[src/rtl/spr_dma_pkg.sv]
package spr_dma_pkg;
  localparam int unsigned SEL_BITS = 3;

  typedef enum logic [1:0] {
    SEQ_IDLE  = 2'd0,
    SEQ_READ  = 2'd1,
    SEQ_WRITE = 2'd2
  } seq_state_t;

  // Regions 1 and 2 carry nothing copyable
  function automatic logic region_copyable(input logic [SEL_BITS-1:0] sel);
    return (sel != 3'd1) && (sel != 3'd2);
  endfunction
endpackage

[src/rtl/spr_src_map.sv]
module spr_src_map #(
  parameter int unsigned PAGE_W     = 8,
  parameter int unsigned IDX_W      = 8,
  parameter int unsigned ADDR_W     = 16,
  parameter int unsigned RAM_FOLD_W = 11,
  parameter int unsigned BANK_W     = 13
) (
  input  logic [PAGE_W-1:0] page,
  input  logic [IDX_W-1:0]  idx,
  output logic [ADDR_W-1:0] src_addr
);
  import spr_dma_pkg::*;

  localparam int unsigned SPAN_W = PAGE_W + IDX_W;
  localparam logic [ADDR_W-1:0] RAM_MASK  = ADDR_W'((1 << RAM_FOLD_W) - 1);
  localparam logic [ADDR_W-1:0] BANK_MASK = ADDR_W'((1 << BANK_W) - 1);

  logic [SEL_BITS-1:0] sel;
  logic [ADDR_W-1:0]   linear;
  logic [ADDR_W-1:0]   region_base;

  assign sel    = page[PAGE_W-1 -: SEL_BITS];
  assign linear = ADDR_W'({page, idx});

  generate
    if (SPAN_W > BANK_W) begin : g_base
      assign region_base = ADDR_W'(sel) << BANK_W;
    end else begin : g_nobase
      assign region_base = '0;
    end
  endgenerate

  always_comb begin
    if (sel == '0) begin
      src_addr = linear & RAM_MASK;
    end else begin
      src_addr = region_base | (linear & BANK_MASK);
    end
  end
endmodule

[src/rtl/spr_byte_seq.sv]
module spr_byte_seq #(
  parameter int unsigned IDX_W = 8
) (
  input  logic             clk,
  input  logic             rst_n,
  input  logic             start,
  input  logic             grant,
  output logic             rd_en,
  output logic             wr_en,
  output logic [IDX_W-1:0] idx,
  output logic             busy,
  output logic             done
);
  import spr_dma_pkg::*;

  localparam logic [IDX_W-1:0] LAST_IDX = '1;

  seq_state_t       state_q, state_d;
  logic [IDX_W-1:0] idx_q, idx_d;
  logic             idx_en;
  logic             done_q, done_d;

  always_comb begin
    state_d = state_q;
    idx_d   = idx_q;
    idx_en  = 1'b0;
    done_d  = 1'b0;
    unique case (state_q)
      SEQ_IDLE: begin
        if (start) begin
          state_d = SEQ_READ;
          idx_d   = '0;
          idx_en  = 1'b1;
        end
      end
      SEQ_READ: begin
        if (grant) state_d = SEQ_WRITE;
      end
      SEQ_WRITE: begin
        if (idx_q == LAST_IDX) begin
          state_d = SEQ_IDLE;
          done_d  = 1'b1;
        end else begin
          state_d = SEQ_READ;
          idx_d   = idx_q + 1'b1;
          idx_en  = 1'b1;
        end
      end
      default: state_d = SEQ_IDLE;
    endcase
  end

  always_ff @(posedge clk or negedge rst_n) begin
    if (!rst_n) begin
      state_q <= SEQ_IDLE;
      done_q  <= 1'b0;
    end else begin
      state_q <= state_d;
      done_q  <= done_d;
    end
  end

  always_ff @(posedge clk or negedge rst_n) begin
    if (!rst_n) begin
      idx_q <= '0;
    end else if (idx_en) begin
      idx_q <= idx_d;
    end
  end

  assign rd_en = (state_q == SEQ_READ);
  assign wr_en = (state_q == SEQ_WRITE);
  assign busy  = (state_q != SEQ_IDLE);
  assign done  = done_q;
  assign idx   = idx_q;


  rd_then_wr_chk: assert property (@(posedge clk) disable iff (!rst_n)
    rd_en && grant |=> wr_en);


  wr_then_rd_chk: assert property (@(posedge clk) disable iff (!rst_n)
    wr_en && (idx != LAST_IDX) |=> rd_en && (idx == $past(idx) + 1'b1));


  done_single_chk: assert property (@(posedge clk) disable iff (!rst_n)
    done |=> !done);


  done_after_last_chk: assert property (@(posedge clk) disable iff (!rst_n)
    done |-> !busy && $past(wr_en) && ($past(idx) == LAST_IDX));
endmodule

[src/rtl/spr_page_dma.sv]
module spr_page_dma #(
  parameter int unsigned PAGE_W     = 8,
  parameter int unsigned IDX_W      = 8,
  parameter int unsigned ADDR_W     = 16,
  parameter int unsigned DATA_W     = 8,
  parameter int unsigned RAM_FOLD_W = 11,
  parameter int unsigned BANK_W     = 13
) (
  input  logic              clk,
  input  logic              rst_n,
  input  logic              trig_wr,
  input  logic [PAGE_W-1:0] trig_page,
  input  logic              bus_grant,
  output logic              mem_rd_en,
  output logic [ADDR_W-1:0] mem_rd_addr,
  input  logic [DATA_W-1:0] mem_rd_data,
  output logic              spr_we,
  output logic [IDX_W-1:0]  spr_addr,
  output logic [DATA_W-1:0] spr_wdata,
  output logic              busy,
  output logic              done
);
  import spr_dma_pkg::*;

  logic [PAGE_W-1:0] page_q;
  logic              start;
  logic [IDX_W-1:0]  idx;

  assign start = trig_wr && !busy &&
                 region_copyable(trig_page[PAGE_W-1 -: SEL_BITS]);

  always_ff @(posedge clk or negedge rst_n) begin
    if (!rst_n) begin
      page_q <= '0;
    end else if (start) begin
      page_q <= trig_page;
    end
  end

  spr_byte_seq #(.IDX_W(IDX_W)) u_seq (
    .clk   (clk),
    .rst_n (rst_n),
    .start (start),
    .grant (bus_grant),
    .rd_en (mem_rd_en),
    .wr_en (spr_we),
    .idx   (idx),
    .busy  (busy),
    .done  (done)
  );

  spr_src_map #(
    .PAGE_W     (PAGE_W),
    .IDX_W      (IDX_W),
    .ADDR_W     (ADDR_W),
    .RAM_FOLD_W (RAM_FOLD_W),
    .BANK_W     (BANK_W)
  ) u_map (
    .page     (page_q),
    .idx      (idx),
    .src_addr (mem_rd_addr)
  );

  assign spr_addr  = idx;
  assign spr_wdata = mem_rd_data;


  stall_hold_chk: assert property (@(posedge clk) disable iff (!rst_n)
    mem_rd_en && !bus_grant |=> mem_rd_en && $stable(mem_rd_addr));


  retrig_ignore_chk: assert property (@(posedge clk) disable iff (!rst_n)
    busy && trig_wr |=> $stable(page_q));


  dead_region_chk: assert property (@(posedge clk) disable iff (!rst_n)
    !busy && trig_wr && !region_copyable(trig_page[PAGE_W-1 -: SEL_BITS])
    |=> !busy);


  start_busy_chk: assert property (@(posedge clk) disable iff (!rst_n)
    start |=> busy && mem_rd_en && (spr_addr == '0));
endmodule

[config.mk]
export PLATFORM = sky130hd
export DESIGN_NAME = spr_page_dma
export DESIGN_NICKNAME = d
export VERILOG_FILES = /design/src/rtl/spr_dma_pkg.sv /design/src/rtl/spr_src_map.sv /design/src/rtl/spr_byte_seq.sv /design/src/rtl/spr_page_dma.sv
export SDC_FILE = /design/constraint.sdc
export NUM_CORES = 1
export LEC_CHECK = 0
export CAP_MARGIN = 20
export CELL_PAD_IN_SITES_DETAIL_PLACEMENT = 0
export CELL_PAD_IN_SITES_GLOBAL_PLACEMENT = 1
export CORE_ASPECT_RATIO = 1.4
export CORE_MARGIN = 3
export CORE_UTILIZATION = 28
export DETAILED_ROUTE_END_ITERATION = 8
export PLACE_DENSITY = 0.79
export REMOVE_ABC_BUFFERS = 1
export SETUP_SLACK_MARGIN = 0.02
export SYNTH_ARGS = -nofsm -noshare
export SYNTH_HDL_FRONTEND = slang
export SYNTH_SLANG_ARGS = --single-unit
[constraint.sdc]
create_clock -name clk -period 2.12 [get_ports clk]
set_input_delay 0.318 -clock clk [delete_from_list [all_inputs] [get_ports clk]]
set_output_delay 0.318 -clock clk [all_outputs]
set_load 0.02 [all_outputs]
==> flow_summary.toml <==
[critical_path]
path_class = "register to output port"
reg2reg_to = "u_seq.state_q[0]$_DFFE_PN0P_"
regToRegStartpoint = "u_seq.idx[1]$_DFFE_PN0P_"
crit_arrival_ns = 1.60
crit_start = "u_seq.state_q[0]$_DFFE_PN0P_"
startpoint_type = "register"
critPathMaxFanout = 8
cp.required_ns = 1.80
worstSetupEndpointType = "output port"
r2r_slack_ns = 0.40
rr_worst_depth = 5

[floorplan]
start_util_pct = 30.0
rows = 25
core_mm2 = 0.00347
die_y_um = 78.1
dieArea_mm2 = 0.00450
ioPinCount = 56
die_x_um = 57.5

[timing]
finalMaxSlewViolations = 0
whs_ns = 0.392
hold_viol = 0
clock.fmax_ghz = 0.521
setup_viol = 0
rsz0062_at_grt = "false"
fin_tns_setup_ns = 0
fin_crit_sh_pct = 90.6
maxSlewHeadroom_pct = 78.0
tightest_slew_ns = 0.327
skew_ns = 0.00188
min_period_ns = 1.92
setup_ws_ns = 0.199

[placed_design]
post-place-ws_ns = 0.270
dpl.hpwl_um = 1700
post_dp_cell_area_mm2 = 0.00134
place.gp.congestion = 0.764
io_buffer_count = 39

[routing]
firstDrtPassIters = 4
via_count = 798
via_per_inst = 4.90
wirelength_um = 2190
drtIter0Drc = 8
antenna_left = 0
post-route-drc-count = 0
route.detailed.wl_per_inst_um = 13.4

[run_status]
status = "finished, final reports clean"

[min_path]
hp-class = "input pin to asynchronous set/reset pin"

[cts]
cts.clk_slew.worst_paths_ns = 0.07
ctsHtreeMaxLevel = 1
cts_buffer_depth = 2
postCtsResizedCells = 0
cts_tree = "built"
clk_latency_ns = 0.25
cts_hold_buf = 0
root_buffer = "clkbuf_8"
cts_setup_buffers = 0
cts_made_buffers = 3
clkSinkCount = 19

[cells_and_area]
drive_gt1_share_pct = 16.3
final_cell_mix = "clkdlybuf4s50_1 (39), dfrtp_1 (19), mux2_2 (7)"
final_common_cell = "clkdlybuf4s50_1"
finalNetCount = 145
area_growth_pct = 33.1
antenna_cells = 0
design_area_mm2 = 0.00139

[global_route]
gr-total-overflow = 0
first_global_vias = 848
grt_max_degree = 20
grt_util_all_layers_pct = 10.3
antenna_found_initial = 0
grt_pass1_wl_um = 3750

[logic_synthesis]
synthCells = 101
ys_seq_area_share_pct = 45.7
ys_ff_latch = 19
synth_cell_types = 35
ys_warn_count = 0
synth_area_per_cell_um2 = 10.3
syn_area_mm2 = 0.00104

[pwr]
power_leakage_nw = 0.576
p_per_area_mw_per_mm2 = 1260
peakVddDrop_uv = 844

[flow_run]
drv_cap = 0
==> power breakdown <==
part,switching (mW),internal [mW]
Sequential,0.114,0.487
Clock,0.115,0.133
Combinational,0.436,0.463
==> registers in the layout, indices dropped and copies added (netlist names) <==
register,count
u_seq.done,1
u_seq.state_q,2
u_seq.idx,8
page_q,8
==> worst max-delay path, stage by stage, from the launching register on <==
cell and delay [ns]:
dfrtp_1 0.40, nand2b_1 0.18, inv_2 0.14, clkdlybuf4s50_1 0.63
==> through the flow <==
stage,std cells,power [mW],util [%]
final,163,1.75,39.9
after global routing,163,1.87,39.9
after CTS,163,1.77,39.9
after detailed placement,159,1.51,38.6
after global placement,159,1.51,38.6
after floorplan,77,1.05,-
==> how the worst max path moves through the flow <==
stage,endpoint,depth (start not counted)
6_report,spr_we,3
5_1_grt,mem_rd_addr[12],3
4_1_cts,spr_we,3
3_5_place_dp,u_seq.idx[3]$_DFFE_PN0P_,5
3_3_place_gp,u_seq.idx[3]$_DFFE_PN0P_,5
2_1_floorplan,u_seq.idx[7]$_DFFE_PN0P_,5
==> kinds of logic (layout without fill, tap and decap cells) <==
family / after synthesis / after routing / synth area share (%)
multiplexers: 7 / 7 / 7.57
adder cells (fa/ha/maj): 1 / 1 / 1.20
AND/OR/NAND/NOR: 29 / 29 / 16.0
XOR/XNOR: 1 / 1 / 0.841
buffers and inverters: 27 / 49 / 16.8
AO/OA/AOI/OAI: 17 / 17 / 11.9
flip-flops: 19 / 19 / 45.7
==> routing by layer <==
metal,up-vias,share of wire [%],GRT usage (%)
li1,375,-,-
met1,371,43,12.8
met2,50,46,16.3
met3,2,10,4.11
met4,0,0.46,2.78
met5,-,0,0
==> cells in the mapped netlist (all sizes together) <==
master / instances / share of area, %
nand2: 7 / 2.8
or4: 1 / 0.72
or2: 1 / 0.60
o22a: 1 / 0.84
nor3b: 1 / 0.72
o31a: 1 / 0.84
nor4: 1 / 0.60
o21ai: 4 / 1.9
nor2b: 2 / 1.2
buf: 21 / 15
clkbuf: 3 / 1.1
dfrtp: 19 / 46
o211ai: 2 / 1.4
o31ai: 1 / 1.2
o21a: 1 / 0.72
or3: 1 / 0.60
nand2b: 2 / 1.2
mux2: 7 / 7.6
inv: 3 / 1.1
nand3: 3 / 2.4
a211o: 2 / 1.7
ha: 1 / 1.2
and3: 2 / 1.3
a31oi: 1 / 0.60
and2: 2 / 1.2
a22o: 2 / 1.7
nor3: 4 / 1.9
a21oi: 2 / 0.96
nor2: 2 / 0.72
xnor2: 1 / 0.84
==> layout make-up <==
cell class              instances  area (um2)
multi-input cells              55         390
well taps                      40        50.0
repair buffers                 42         413
clock buffers                   4        45.0
fillers                       352        2090
flip-flops and latches         19         475
inverters                       3        11.3
Note: power is estimated with default switching activity, not from simulation.
